--- src/rtl/ddr_cmd_pkg.sv ---
package ddr_cmd_pkg;
  // Command codes equal the sampled {ras_n, cas_n, we_n} bits.
  typedef enum logic [2:0] {
    CMD_MRS = 3'b000,
    CMD_REF = 3'b001,
    CMD_PRE = 3'b010,
    CMD_ACT = 3'b011,
    CMD_WR  = 3'b100,
    CMD_RD  = 3'b101,
    CMD_NOP = 3'b111
  } cmd_e;
endpackage

--- src/rtl/ddr_cmd_decode.sv ---
module ddr_cmd_decode
  import ddr_cmd_pkg::*;
(
  input  logic cs_n,
  input  logic ras_n,
  input  logic cas_n,
  input  logic we_n,
  output cmd_e cmd
);
  always_comb begin
    if (cs_n) begin
      cmd = CMD_NOP;  // deselect overrides the strobes
    end else begin
      case ({ras_n, cas_n, we_n})
        3'b000:  cmd = CMD_MRS;
        3'b001:  cmd = CMD_REF;
        3'b010:  cmd = CMD_PRE;
        3'b011:  cmd = CMD_ACT;
        3'b100:  cmd = CMD_WR;
        3'b101:  cmd = CMD_RD;
        default: cmd = CMD_NOP;
      endcase
    end
  end
endmodule

--- src/rtl/ddr_bank_track.sv ---
module ddr_bank_track #(
  parameter int BA_W     = 2,
  parameter int ROW_W    = 13,
  parameter int AP_DELAY = 4
) (
  input  logic                           clk,
  input  logic                           rst,
  input  logic                           act_en,
  input  logic                           rw_en,
  input  logic                           pre_en,
  input  logic                           pre_all,
  input  logic                           ap,
  input  logic [BA_W-1:0]                bank,
  input  logic [ROW_W-1:0]               row_in,
  output logic [(1<<BA_W)-1:0]           act_ok,
  output logic [(1<<BA_W)-1:0]           rw_ok,
  output logic [(1<<BA_W)-1:0][ROW_W-1:0] open_row
);
  localparam int NBANK = 1 << BA_W;
  localparam int CW    = $clog2(AP_DELAY + 1);

  for (genvar g = 0; g < NBANK; g++) begin : g_bank
    logic             open_q;
    logic [ROW_W-1:0] row_q;
    logic [CW-1:0]    cnt_q;
    logic             hit;
    logic             due;

    assign hit         = (bank == BA_W'(g));
    assign due         = (cnt_q == CW'(1));
    assign act_ok[g]   = !open_q || due;
    assign rw_ok[g]    = open_q && (cnt_q == '0);
    assign open_row[g] = row_q;

    always_ff @(posedge clk) begin
      if (rst) begin
        open_q <= 1'b0;
        row_q  <= '0;
        cnt_q  <= '0;
      end else begin
        if (due) begin
          open_q <= 1'b0;
          cnt_q  <= '0;
        end else if (cnt_q != '0) begin
          cnt_q <= cnt_q - CW'(1);
        end
        if (pre_en && (pre_all || hit)) begin
          open_q <= 1'b0;
          cnt_q  <= '0;
        end
        if (act_en && hit) begin
          open_q <= 1'b1;
          row_q  <= row_in;
          cnt_q  <= '0;
        end
        if (rw_en && ap && hit) begin
          cnt_q <= CW'(AP_DELAY);
        end
      end
    end
  end
endmodule

--- src/rtl/ddr_cmd_tracker.sv ---
module ddr_cmd_tracker
  import ddr_cmd_pkg::*;
#(
  parameter int BA_W     = 2,
  parameter int ROW_W    = 13,
  parameter int COL_W    = 9,
  parameter int AP_BIT   = 10,
  parameter int AP_DELAY = 4
) (
  input  logic             clk,
  input  logic             rst,
  input  logic             cke,
  input  logic             cs_n,
  input  logic             ras_n,
  input  logic             cas_n,
  input  logic             we_n,
  input  logic [BA_W-1:0]  ba,
  input  logic [ROW_W-1:0] addr,
  output logic             cmd_valid,
  output logic [2:0]       cmd_code,
  output logic [BA_W-1:0]  cmd_bank,
  output logic [ROW_W-1:0] cmd_row,
  output logic [COL_W-1:0] cmd_col,
  output logic             auto_pre,
  output logic             all_banks,
  output logic             self_ref,
  output logic             illegal
);
  localparam int NBANK = 1 << BA_W;

  cmd_e                        cmd;
  logic                        cke_q;
  logic                        sref_q;
  logic                        accept;
  logic                        legal;
  logic                        go;
  logic                        is_rw;
  logic [NBANK-1:0]            act_ok;
  logic [NBANK-1:0]            rw_ok;
  logic [NBANK-1:0][ROW_W-1:0] open_row;

  ddr_cmd_decode u_dec (
    .cs_n (cs_n),
    .ras_n(ras_n),
    .cas_n(cas_n),
    .we_n (we_n),
    .cmd  (cmd)
  );

  assign accept = !sref_q && cke_q && (cmd != CMD_NOP);
  assign is_rw  = (cmd == CMD_RD) || (cmd == CMD_WR);

  always_comb begin
    case (cmd)
      CMD_ACT:        legal = act_ok[ba];
      CMD_RD, CMD_WR: legal = rw_ok[ba];
      default:        legal = 1'b1;
    endcase
  end

  assign go = accept && legal;

  ddr_bank_track #(
    .BA_W    (BA_W),
    .ROW_W   (ROW_W),
    .AP_DELAY(AP_DELAY)
  ) u_banks (
    .clk     (clk),
    .rst     (rst),
    .act_en  (go && (cmd == CMD_ACT)),
    .rw_en   (go && is_rw),
    .pre_en  (go && (cmd == CMD_PRE)),
    .pre_all (addr[AP_BIT]),
    .ap      (addr[AP_BIT]),
    .bank    (ba),
    .row_in  (addr),
    .act_ok  (act_ok),
    .rw_ok   (rw_ok),
    .open_row(open_row)
  );

  always_ff @(posedge clk) begin
    if (rst) begin
      cke_q     <= 1'b1;
      sref_q    <= 1'b0;
      cmd_valid <= 1'b0;
      cmd_code  <= '0;
      cmd_bank  <= '0;
      cmd_row   <= '0;
      cmd_col   <= '0;
      auto_pre  <= 1'b0;
      all_banks <= 1'b0;
      illegal   <= 1'b0;
    end else begin
      cke_q <= cke;
      if (sref_q) begin
        if (cke) sref_q <= 1'b0;
      end else if (go && (cmd == CMD_REF) && !cke) begin
        sref_q <= 1'b1;
      end
      cmd_valid <= go;
      illegal   <= accept && !legal;
      cmd_code  <= go ? 3'(cmd) : 3'b000;
      cmd_bank  <= go ? ba : '0;
      if (go && ((cmd == CMD_ACT) || (cmd == CMD_MRS))) cmd_row <= addr;
      else if (go && is_rw)                             cmd_row <= open_row[ba];
      else                                              cmd_row <= '0;
      cmd_col   <= (go && is_rw) ? addr[COL_W-1:0] : '0;
      auto_pre  <= go && is_rw && addr[AP_BIT];
      all_banks <= go && (cmd == CMD_PRE) && addr[AP_BIT];
    end
  end

  assign self_ref = sref_q;
endmodule

--- config.mk ---
export PLATFORM = sky130hd
export DESIGN_NAME = ddr_cmd_tracker
export DESIGN_NICKNAME = d
export VERILOG_FILES = /design/src/rtl/ddr_cmd_pkg.sv /design/src/rtl/ddr_cmd_decode.sv /design/src/rtl/ddr_bank_track.sv /design/src/rtl/ddr_cmd_tracker.sv
export SDC_FILE = /design/constraint.sdc
export NUM_CORES = 1
export LEC_CHECK = 0
export BUFFER_PORTS_ARGS = -buffer_cell sky130_fd_sc_hd__buf_2
export CAP_MARGIN = 20
export CORE_AREA = 2 2 116 118
export CTS_BUF_LIST = sky130_fd_sc_hd__clkbuf_8
export DETAILED_ROUTE_END_ITERATION = 8
export DIE_AREA = 0 0 118 120
export PLACE_DENSITY_LB_ADDON = 0.05
export SETUP_SLACK_MARGIN = 0.05
export SLEW_MARGIN = 20
export SYNTH_ARGS = -nofsm -noshare
export SYNTH_HDL_FRONTEND = slang
export SYNTH_HIERARCHICAL = 1
export SYNTH_SLANG_ARGS = --single-unit
--- constraint.sdc ---
create_clock -name clk -period 3.2 [get_ports clk]
set_clock_uncertainty 0.1 [all_clocks]
set_input_delay 0.16 -clock clk [delete_from_list [all_inputs] [get_ports clk]]
set_output_delay 0.16 -clock clk [all_outputs]
set_load 0.02 [all_outputs]
==> results.yml, run 1 <==
final_layout:
  design_area_sq_mm: 0.00517
  fillers: 1362
  layout-drive-gt1-share_pct: 20.9
  num-nets-final: 588
  fin_util_pct: 39.9
  seq_area_sq_mm: 0.00202
  multi_input_area_sq_mm: 0.00216
  diodes: 0
  syn2layout_area_growth_pct: 17.9
sta:
  setup_tns_ps: 0
  drv_slew: 0
  finalHoldViolCount: 0
  period_needed_ps: 2750
  rsz0062_at_grt: "no"
  period_share_pct: 86.1
  tightest_slew_ps: 657
  fmax_ghz: 0.363
  worst_slew_margin_rel_pct: 56.1
  finalSetupViolations: 0
yosys:
  ys_top_cells_by_area: "dfxtp_1 46%, nand2_1 11%, mux4_2 7.2%"
  syn_area_sq_mm: 0.00439
  synth_top_area_share_pct: 46.1
  async_flop_share_pct: 0
  synth_edf_count: 0
  netlist_instances: 489
  yosysTopAreaCell: "dfxtp_1"
  synth-seq-area-share_pct: 46.1
  synthDistinctLibCells: 48
  synth_seq_cells: 101
  synth_common_cells: "126 x nand2_1, 101 x dfxtp_1, 60 x a21oi_1"
  synth.most_common_cell: "nand2_1"
  syn_nets: 523
  ys.flop_type: "dfxtp_1"
  syn_area_per_cell_sq_um: 8.98
  synth_warnings: 6
detailed_routing:
  routed_wl_mm: 12.2
  vias_per_cell: 4.96
  drc: 0
  wire_per_inst_um: 16.6
  vias: 3649
  dr.pass1.iters: 4
  drt_iter0_drc: 229
  ant_nets: 0
clocking:
  clock-sinks: 101
  cts_buffers: 9
  clockBufferDepth: 2
  cts_tree: "done"
  root_buffer: "clkbuf_8"
  h-tree-depth: 3
  clk_pin_slew_ps: 100
  clk_latency_ps: 380
run_status:
  status: "completed"
floorplan:
  chipWidth_um: 118
  core_sq_mm: 0.0130
  die-height_um: 120
  dieArea_sq_mm: 0.0142
  start_util_pct: 33.8
  num_rows: 42
  ios: 54
grt:
  overflow: 0
  grt_first_pass_wirelength_mm: 19.6
  antenna_found_initial: 0
  track_usage_pct: 18.0
  grt_max_degree: 42
  first_global_vias: 3629
setup_path:
  crit_fanout: 9
  slowest_delay_ps: 330
  start_kind: "register"
  crit_path_end_kind: "register"
  slowest_stage: "mux4_2"
  cp.required_ps: 3410
  cp_cell_sequence: "inv_1 > ha_1 > inv_1 > o21ai_0 > mux4_2 > nor3_4 > nor4b_1 > buf_4 > nor3b_2 > buf_4 > nand2_1 > a21oi_1"
  cp.arrival_ps: 2960
  crit_type: "register to register"
placed_design:
  dpl.hpwl_mm: 7.83
  detailed_place.area_sq_mm: 0.00486
  place.gp.congestion: 0.793
  io_buffer_count: 53
pwr:
  p_leak_nw: 1.97
  peakVddDrop_uv: 217
  p_per_area_mw_per_mm2: 533
worst_hold_path:
  hold_class: "primary input to register"
job:
  drv_cap: 0
-- layout make-up --
| class | instances | share of cell area [%] |
|---|---|---|
| clock buffers | 10 | 2.66 |
| clock inverters | 6 | 0.895 |
| inverters | 15 | 1.09 |
| multi-input cells | 343 | 41.8 |
| flip-flops and latches | 101 | 39.1 |
| well taps | 176 | 4.26 |
| repair buffers | 84 | 10.3 |
-- routing by layer --
metal	up-vias	GRT usage (%)	wire, um
met4	0	6.63	168
met2	67	29.6	5590
li1	1827	-	-
met3	12	2.85	354
met5	-	0	0
met1	1743	23.9	6050
-- what timing repair did --
action / CTS / global route
endpoints found under the hold margin: 59 / 0
buffers inserted: 0 / 0
hold buffers: 13 / 0
gates resized for setup: 0 / 0
-- stage by stage --
step | instances | power [mW] | hold slack, ps | worst slack [ps]
5_1_grt | 735 | 2.94 | 103 | 193
2_1_floorplan | 489 | 1.84 | 177 | 624
6_report | 735 | 2.76 | 77.5 | 446
3_3_place_gp | 706 | 2.00 | 258 | 467
3_5_place_dp | 706 | 2.00 | 263 | 429
4_1_cts | 735 | 2.80 | 66.2 | 419
-- path summary, 6_finish.rpt --
kind                                                 start                         end  slack, ps  cells after the start
worst max-delay path            u_banks/g_bank[0].cnt_q[1]  u_banks/g_bank[0].row_q[5]        450                     12
worst min-delay path                                  we_n                   all_banks         80                      3
worst max register to register  u_banks/g_bank[0].cnt_q[1]  u_banks/g_bank[0].row_q[5]        450                     12
worst min register to register  u_banks/g_bank[0].row_q[8]  u_banks/g_bank[0].row_q[8]        360                      2
-- registers in the layout, summed over array words and instances (netlist names) --
name                   count
all_banks                  1
auto_pre                   1
cke_q                      1
cmd_bank                   2
cmd_code                   3
cmd_col                    9
cmd_row                   13
cmd_valid                  1
illegal                    1
self_ref                   1
u_banks/g_bank.cnt_q      12
u_banks/g_bank.open_q      4
u_banks/g_bank.row_q      52
-- cells by family (layout without fill, tap and decap cells) --
group | after synthesis | count (layout) | synth area share [%]
AO/OA/AOI/OAI | 96 | 96 | 13.7
XOR/XNOR | 5 | 5 | 0.997
adder cells (fa/ha/maj) | 12 | 12 | 3.42
buffers and inverters | 45 | 115 | 5.04
flip-flops | 101 | 101 | 46.1
multiplexers | 18 | 18 | 8.15
AND/OR/NAND/NOR | 212 | 212 | 22.6
-- where the power goes --
group          internal (mW)  switching [mW]  leakage, nW
clock network          0.311           0.462       0.0946
registers               1.33          0.0446        0.818
logic                  0.255           0.352         1.06
-- worst max-delay path, delay by kind of cell, from the launching register on --
family,cells,cell delay (ps)
AOI/OAI and AO/OA,2,430
adders and majority gates,1,200
buffers and inverters,4,590
DFF,1,320
muxes,1,330
and+or+nand+nor,4,720
-- cell usage in the layout (no fill, tap or decap), types with 2 or more instances in the layout --
cell type / netlist / final
o31ai_1: 2 / 2
nor4b_1: 4 / 4
a32oi_1: 14 / 14
xnor2_1: 5 / 5
buf_2: 12 / 53
nor2_1: 12 / 12
ha_1: 12 / 12
mux2_2: 2 / 2
clkbuf_8: 0 / 10
o21ai_1: 3 / 3
and2_1: 5 / 5
nor3_1: 25 / 25
dfxtp_1: 101 / 101
and3_1: 5 / 5
nand2_1: 126 / 126
dlygate4sd3_1: 0 / 13
buf_4: 6 / 18
mux4_2: 14 / 14
nor3b_1: 4 / 4
nor2b_1: 2 / 2
a21oi_1: 60 / 60
a21o_1: 2 / 2
nand3_1: 6 / 6
nor4_1: 6 / 6
a211oi_1: 2 / 2
o21ai_0: 4 / 4
clkinv_2: 0 / 2
a221oi_2: 2 / 2
nand2b_1: 4 / 4
inv_1: 15 / 15
mux2i_1: 2 / 2
or2_1: 2 / 2
or3b_2: 3 / 3
(Power assumes the default switching activity.)
==> run 2: changes to the inputs <==
Settings changed: REMOVE_ABC_BUFFERS set to 1.
==> run 2 against run 1 <==
Net effect: first-iteration DRC count fell by 22%; die area is the same; combinational power decreased by 1%; utilization grew 0.15 points; highest routed layer unchanged; sequential cell count did not move; total power rose by 2.1%; cell count is the same; fmax down 6.0%; critical path type unchanged; global-route usage is essentially flat; wire length fell by 0.62%; clock-buffer cell count down 1; register-to-register slack got worse by 180 ps.
==> results.yml, run 2 (same netlist as run 1, synthesis figures left out) <==
placed_design:
  dpl.hpwl_mm: 7.64
  place.gp.congestion: 0.790
  place_ws_ps: 339
  io_buffer_count: 53
final_layout:
  mostFrequentLayoutCells: "126 x nand2_1, 101 x dfxtp_1, 60 x a21oi_1, 53 x buf_2, 25 x nor3_1"
  diodes: 0
  layout-drive-gt1-share_pct: 20.9
  largest_registers: "u_banks/g_bank.row_q (52), cmd_row (13), u_banks/g_bank.cnt_q (12)"
  syn2layout_area_growth_pct: 18.3
  fin_util_pct: 40.0
  num-nets-final: 588
  largest_register: "u_banks/g_bank.row_q"
  final_common_cell: "nand2_1"
  largest_register_ffs: 52
grt:
  first_global_vias: 3620
  met3_usage_pct: 2.61
  met1_usage_pct: 23.9
  busiest_layer: "met2"
  overflow: 0
  grt_first_pass_wirelength_mm: 19.5
  antenna_found_initial: 0
  grt_max_degree: 63
  track_usage_pct: 17.9
  grt_util_met2_pct: 29.7
setup_path:
  cp.arrival_ps: 3130
  r2r_slack_ps: 270
  r2r_start: "u_banks/g_bank[2].cnt_q[0]"
  crit_type: "register to register"
  cp-endpoint: "u_banks/g_bank[0].row_q[1]"
  slowest_delay_ps: 330
  start_kind: "register"
  cpMostUsedCell: "buf_4"
  cp_cell_sequence: "inv_1 > ha_1 > nor2b_1 > and2_1 > mux2_2 > o22ai_2 > nor4b_1 > buf_4 > nor3b_2 > buf_4 > nand2_1 > a21oi_1"
  crit_path_end_kind: "register"
  timing.rr.end: "u_banks/g_bank[0].row_q[1]"
  crit_fanout: 13
  crit_start: "u_banks/g_bank[2].cnt_q[0]"
  cp.required_ps: 3400
  rr_worst_depth: 12
  slowest_stage: "dfxtp_1"
pwr:
  peakVddDrop_uv: 182
  p_per_area_mw_per_mm2: 542
  p_leak_nw: 1.98
  fin_total_pwr_mw: 2.82
clocking:
  clock-sinks: 101
  post_cts_resized: 0
  clk_pin_slew_ps: 100
  cts_buffers: 9
  clockBufferDepth: 2
  clk_latency_ps: 380
  h-tree-depth: 3
  cts_tree: "done"
  root_buffer: "clkbuf_8"
sta:
  tightest_slew_ps: 715
  period_share_pct: 91.6
  drv_slew: 0
  rsz0062_at_grt: "no"
  period_needed_ps: 2930
  setup_tns_ps: 0
  finalHoldViolCount: 0
  finalSetupViolations: 0
  worst_slew_margin_rel_pct: 52.2
  setup_ws_ps: 270
  fmax_ghz: 0.341
floorplan:
  core_sq_mm: 0.0130
  num_rows: 42
  dieArea_sq_mm: 0.0142
  start_util_pct: 33.8
  ios: 54
  chipWidth_um: 118
  die-height_um: 120
detailed_routing:
  ant_nets: 0
  dr.pass1.iters: 4
  wire_per_inst_um: 16.5
  vias: 3678
  vias_per_cell: 5.00
  routed_wl_mm: 12.1
  drc: 0
  drt_iter0_drc: 178
run_status:
  status: "completed"
worst_hold_path:
  hold_class: "primary input to register"
  hold-path-cell-count: 2
job:
  drv_cap: 0
[run 2: changes by cell type in the layout (fill, tap and decap cells not counted), sizes merged]
cell and change:
clkbuf -1, clkinv -1, bufinv +1, inv +1
[run 2: stage by stage]
stage	std cells	area [sq um]	hold WS (ps)
6_report	735	5190	35.2
5_1_grt	735	5190	36.8
4_1_cts	735	5190	36.6
3_5_place_dp	706	4870	270
3_3_place_gp	706	4870	263
2_1_floorplan	459	4230	129
[run 2: layout make-up]
cell class                      instances  area [sq um]
Fill cell                            1336          7780
Multi-Input combinational cell        343          2170
Sequential cell                       101          2020
Timing Repair Buffer                   84           531
Tap cell                              176           220
Clock buffer                            9           124
Clock inverter                          7          75.1
Inverter                               15          56.3
[run 2: repair_timing]
action | 4_1_cts | 5_1_grt
hold endpoints to repair | 58 | 0
setup endpoints to repair | 0 | 0
setup buffers | 0 | 0
hold buffers | 13 | 0
[run 2: worst min path at each step]
stage,startpoint,endpoint
after floorplan,rst,u_banks/g_bank[0].open_q
after global placement,cke,cke_q
after detailed placement,cke,cke_q
after CTS,rst,u_banks/g_bank[1].open_q
after global routing,rst,u_banks/g_bank[0].cnt_q[2]
final,rst,u_banks/g_bank[1].open_q
[run 2: layer usage]
| layer | part of all wire [%] | wire length (um) | vias to the layer above |
|---|---|---|---|
| met5 | 0 | 0 | - |
| met4 | 1.5 | 176 | 0 |
| met3 | 4.2 | 504 | 10 |
| met2 | 48 | 5750 | 92 |
| met1 | 47 | 5660 | 1750 |
| li1 | - | - | 1826 |
[run 2: report_power, final]
| part | switching [mW] | internal (mW) |
|---|---|---|
| sequential | 0.0443 | 1.33 |
| clock | 0.472 | 0.367 |
| combinational | 0.345 | 0.254 |
| total | 0.861 | 1.95 |
[run 2: worst max-delay path, delay by kind of cell (launching register included)]
kind            cells  cell delay (ps)
compound gates      2              290
simple gates        5             1150
flops               1              330
fa+ha+maj           1              170
buf+inv             3              620
mux                 1              180
==> run 3: changes to the inputs <==
Settings changed: CTS_BUF_LIST sky130_fd_sc_hd__clkbuf_8 to sky130_fd_sc_hd__clkbuf_4 sky130_fd_sc_hd__clkbuf_8.
==> run 3 against run 2 <==
Net effect: largest power group unchanged; utilization is essentially flat; largest cell class unchanged; global-route usage is the same; sequential cell count is the same.
==> results.yml, run 3 (same netlist as run 1, synthesis figures left out) <==
placed_design:
  detailed_place.area_sq_mm: 0.00487
  io_buffer_count: 53
  place.gp.congestion: 0.790
  dpl.hpwl_mm: 7.64
  dp.cells: 706
final_layout:
  multi_input_area_sq_mm: 0.00217
  final_common_cell: "nand2_1"
  seq_area_sq_mm: 0.00202
  largest_register: "u_banks/g_bank.row_q"
  largest_register_ffs: 52
  largest_registers: "u_banks/g_bank.row_q (52), cmd_row (13), u_banks/g_bank.cnt_q (12)"
  fin_util_pct: 40.1
  final_cells: 735
  design_area_sq_mm: 0.00520
  mostFrequentLayoutCells: "126 x nand2_1, 101 x dfxtp_1, 60 x a21oi_1, 53 x buf_2, 25 x nor3_1"
  num-nets-final: 588
  fillers: 1336
  syn2layout_area_growth_pct: 18.4
  diodes: 0
  layout-drive-gt1-share_pct: 21.1
floorplan:
  ios: 54
  core_sq_mm: 0.0130
  num_rows: 42
  start_util_pct: 33.8
  die-height_um: 120
  chipWidth_um: 118
  dieArea_sq_mm: 0.0142
detailed_routing:
  vias_per_cell: 5.00
  met1Wirelength_mm: 5.70
  wire_per_inst_um: 16.5
  vias: 3676
  drc: 0
  routed_wl_mm: 12.1
  route.met2.wl_mm: 5.76
  highest_layer: "met4"
  drt_iter0_drc: 178
  wl_met3_um: 465
  dr.pass1.iters: 4
  ant_nets: 0
grt:
  antenna_found_initial: 0
  grt_first_pass_wirelength_mm: 19.5
  track_usage_pct: 17.9
  first_global_vias: 3620
  grt_max_degree: 63
  overflow: 0
setup_path:
  cp.required_ps: 3400
  rr_worst_depth: 12
  r2r_slack_ps: 260
  timing.rr.end: "u_banks/g_bank[0].row_q[1]"
  crit_type: "register to register"
  crit_path_end_kind: "register"
  cp.arrival_ps: 3140
  crit_fanout: 13
  r2r_start: "u_banks/g_bank[2].cnt_q[0]"
  start_kind: "register"
sta:
  tightest_slew_ps: 715
  finalHoldViolCount: 0
  fmax_ghz: 0.340
  period_needed_ps: 2940
  worst_slew_margin_rel_pct: 52.2
  finalSetupViolations: 0
  period_share_pct: 92.0
  hold_ws_ps: 34.2
  rsz0062_at_grt: "no"
  drv_slew: 0
pwr:
  clkPwrFrac_pct: 30.1
  power.internal_mw: 1.97
  p_per_area_mw_per_mm2: 544
  p_switching_uw: 861
  p_comb_share_pct: 21.2
  sequentialPowerShare_pct: 48.7
  peakVddDrop_uv: 181
  swShare_pct: 30.5
  p_leak_nw: 1.98
worst_hold_path:
  hold_path_end: "u_banks/g_bank[1].open_q"
  hold_class: "primary input to register"
  hold-path-cell-count: 2
  hold_start: "rst"
clocking:
  clk_pin_slew_ps: 100
  clockBufferDepth: 2
  clock-sinks: 101
  clk_latency_ps: 380
  root_buffer: "clkbuf_8"
  cts_tree: "done"
  h-tree-depth: 3
  cts_buffers: 9
job:
  drv_cap: 0
run_status:
  status: "completed"
## run 3: per-layer routing
layer	GRT usage (%)	vias up
li1	-	1826
met1	23.9	1757
met2	29.7	83
met3	2.61	10
met4	6.33	0
met5	0	-
## run 3: how the worst max path moves through the flow
stage	slack, ps	start	depth (start not counted)	to
detailed placement	340	u_banks/g_bank[3].cnt_q[0]	11	u_banks/g_bank[2].cnt_q[0]
CTS	290	u_banks/g_bank[2].cnt_q[0]	12	u_banks/g_bank[0].row_q[1]
global route	60	u_banks/g_bank[2].cnt_q[0]	12	u_banks/g_bank[0].row_q[10]
finish	260	u_banks/g_bank[2].cnt_q[0]	12	u_banks/g_bank[0].row_q[1]
floorplan	-110	cas_n	7	u_banks/g_bank[1].cnt_q[1]
global placement	370	u_banks/g_bank[2].cnt_q[0]	12	u_banks/g_bank[0].row_q[10]
## run 3: final cells by class
type | count | area share [%]
multi-input cells | 343 | 41.7
clock buffers | 10 | 2.53
clock inverters | 6 | 1.37
flip-flops and latches | 101 | 38.9
inverters | 15 | 1.08
repair buffers | 84 | 10.2
well taps | 176 | 4.24
## run 3: repair_timing
| action | 4_1_cts | 5_1_grt |
|---|---|---|
| gates resized for setup | 0 | 0 |
| hold endpoints to repair | 58 | 0 |
| hold buffers | 13 | 0 |
| setup buffers | 0 | 0 |
## run 3: stage by stage
stage / setup slack [ps] / setup TNS, ps / power [mW]
2_1_floorplan: -108 / -719 / 1.81
3_3_place_gp: 372 / 0 / 1.99
3_5_place_dp: 339 / 0 / 1.99
4_1_cts: 287 / 0 / 2.86
5_1_grt: 58.9 / 0 / 3.00
6_report: 257 / 0 / 2.83
## run 3: worst max-delay path: stages, from the launching register on
cell,delay [ps]
dfxtp_1,330
inv_1,100
ha_1,170
nor2b_1,300
and2_1,200
mux2_2,180
o22ai_2,160
nor4b_1,290
buf_4,220
nor3b_2,280
buf_4,300
nand2_1,90
a21oi_1,130
## run 3: power by group through the flow
| stage | clock network (mW) | logic, mW | registers (mW) |
|---|---|---|---|
| floorplan | 0 | 0.404 | 1.41 |
| finish | 0.851 | 0.599 | 1.38 |
| global placement | 0 | 0.583 | 1.40 |
| CTS | 0.875 | 0.604 | 1.38 |
| global route | 0.924 | 0.686 | 1.39 |
| detailed placement | 0 | 0.587 | 1.41 |
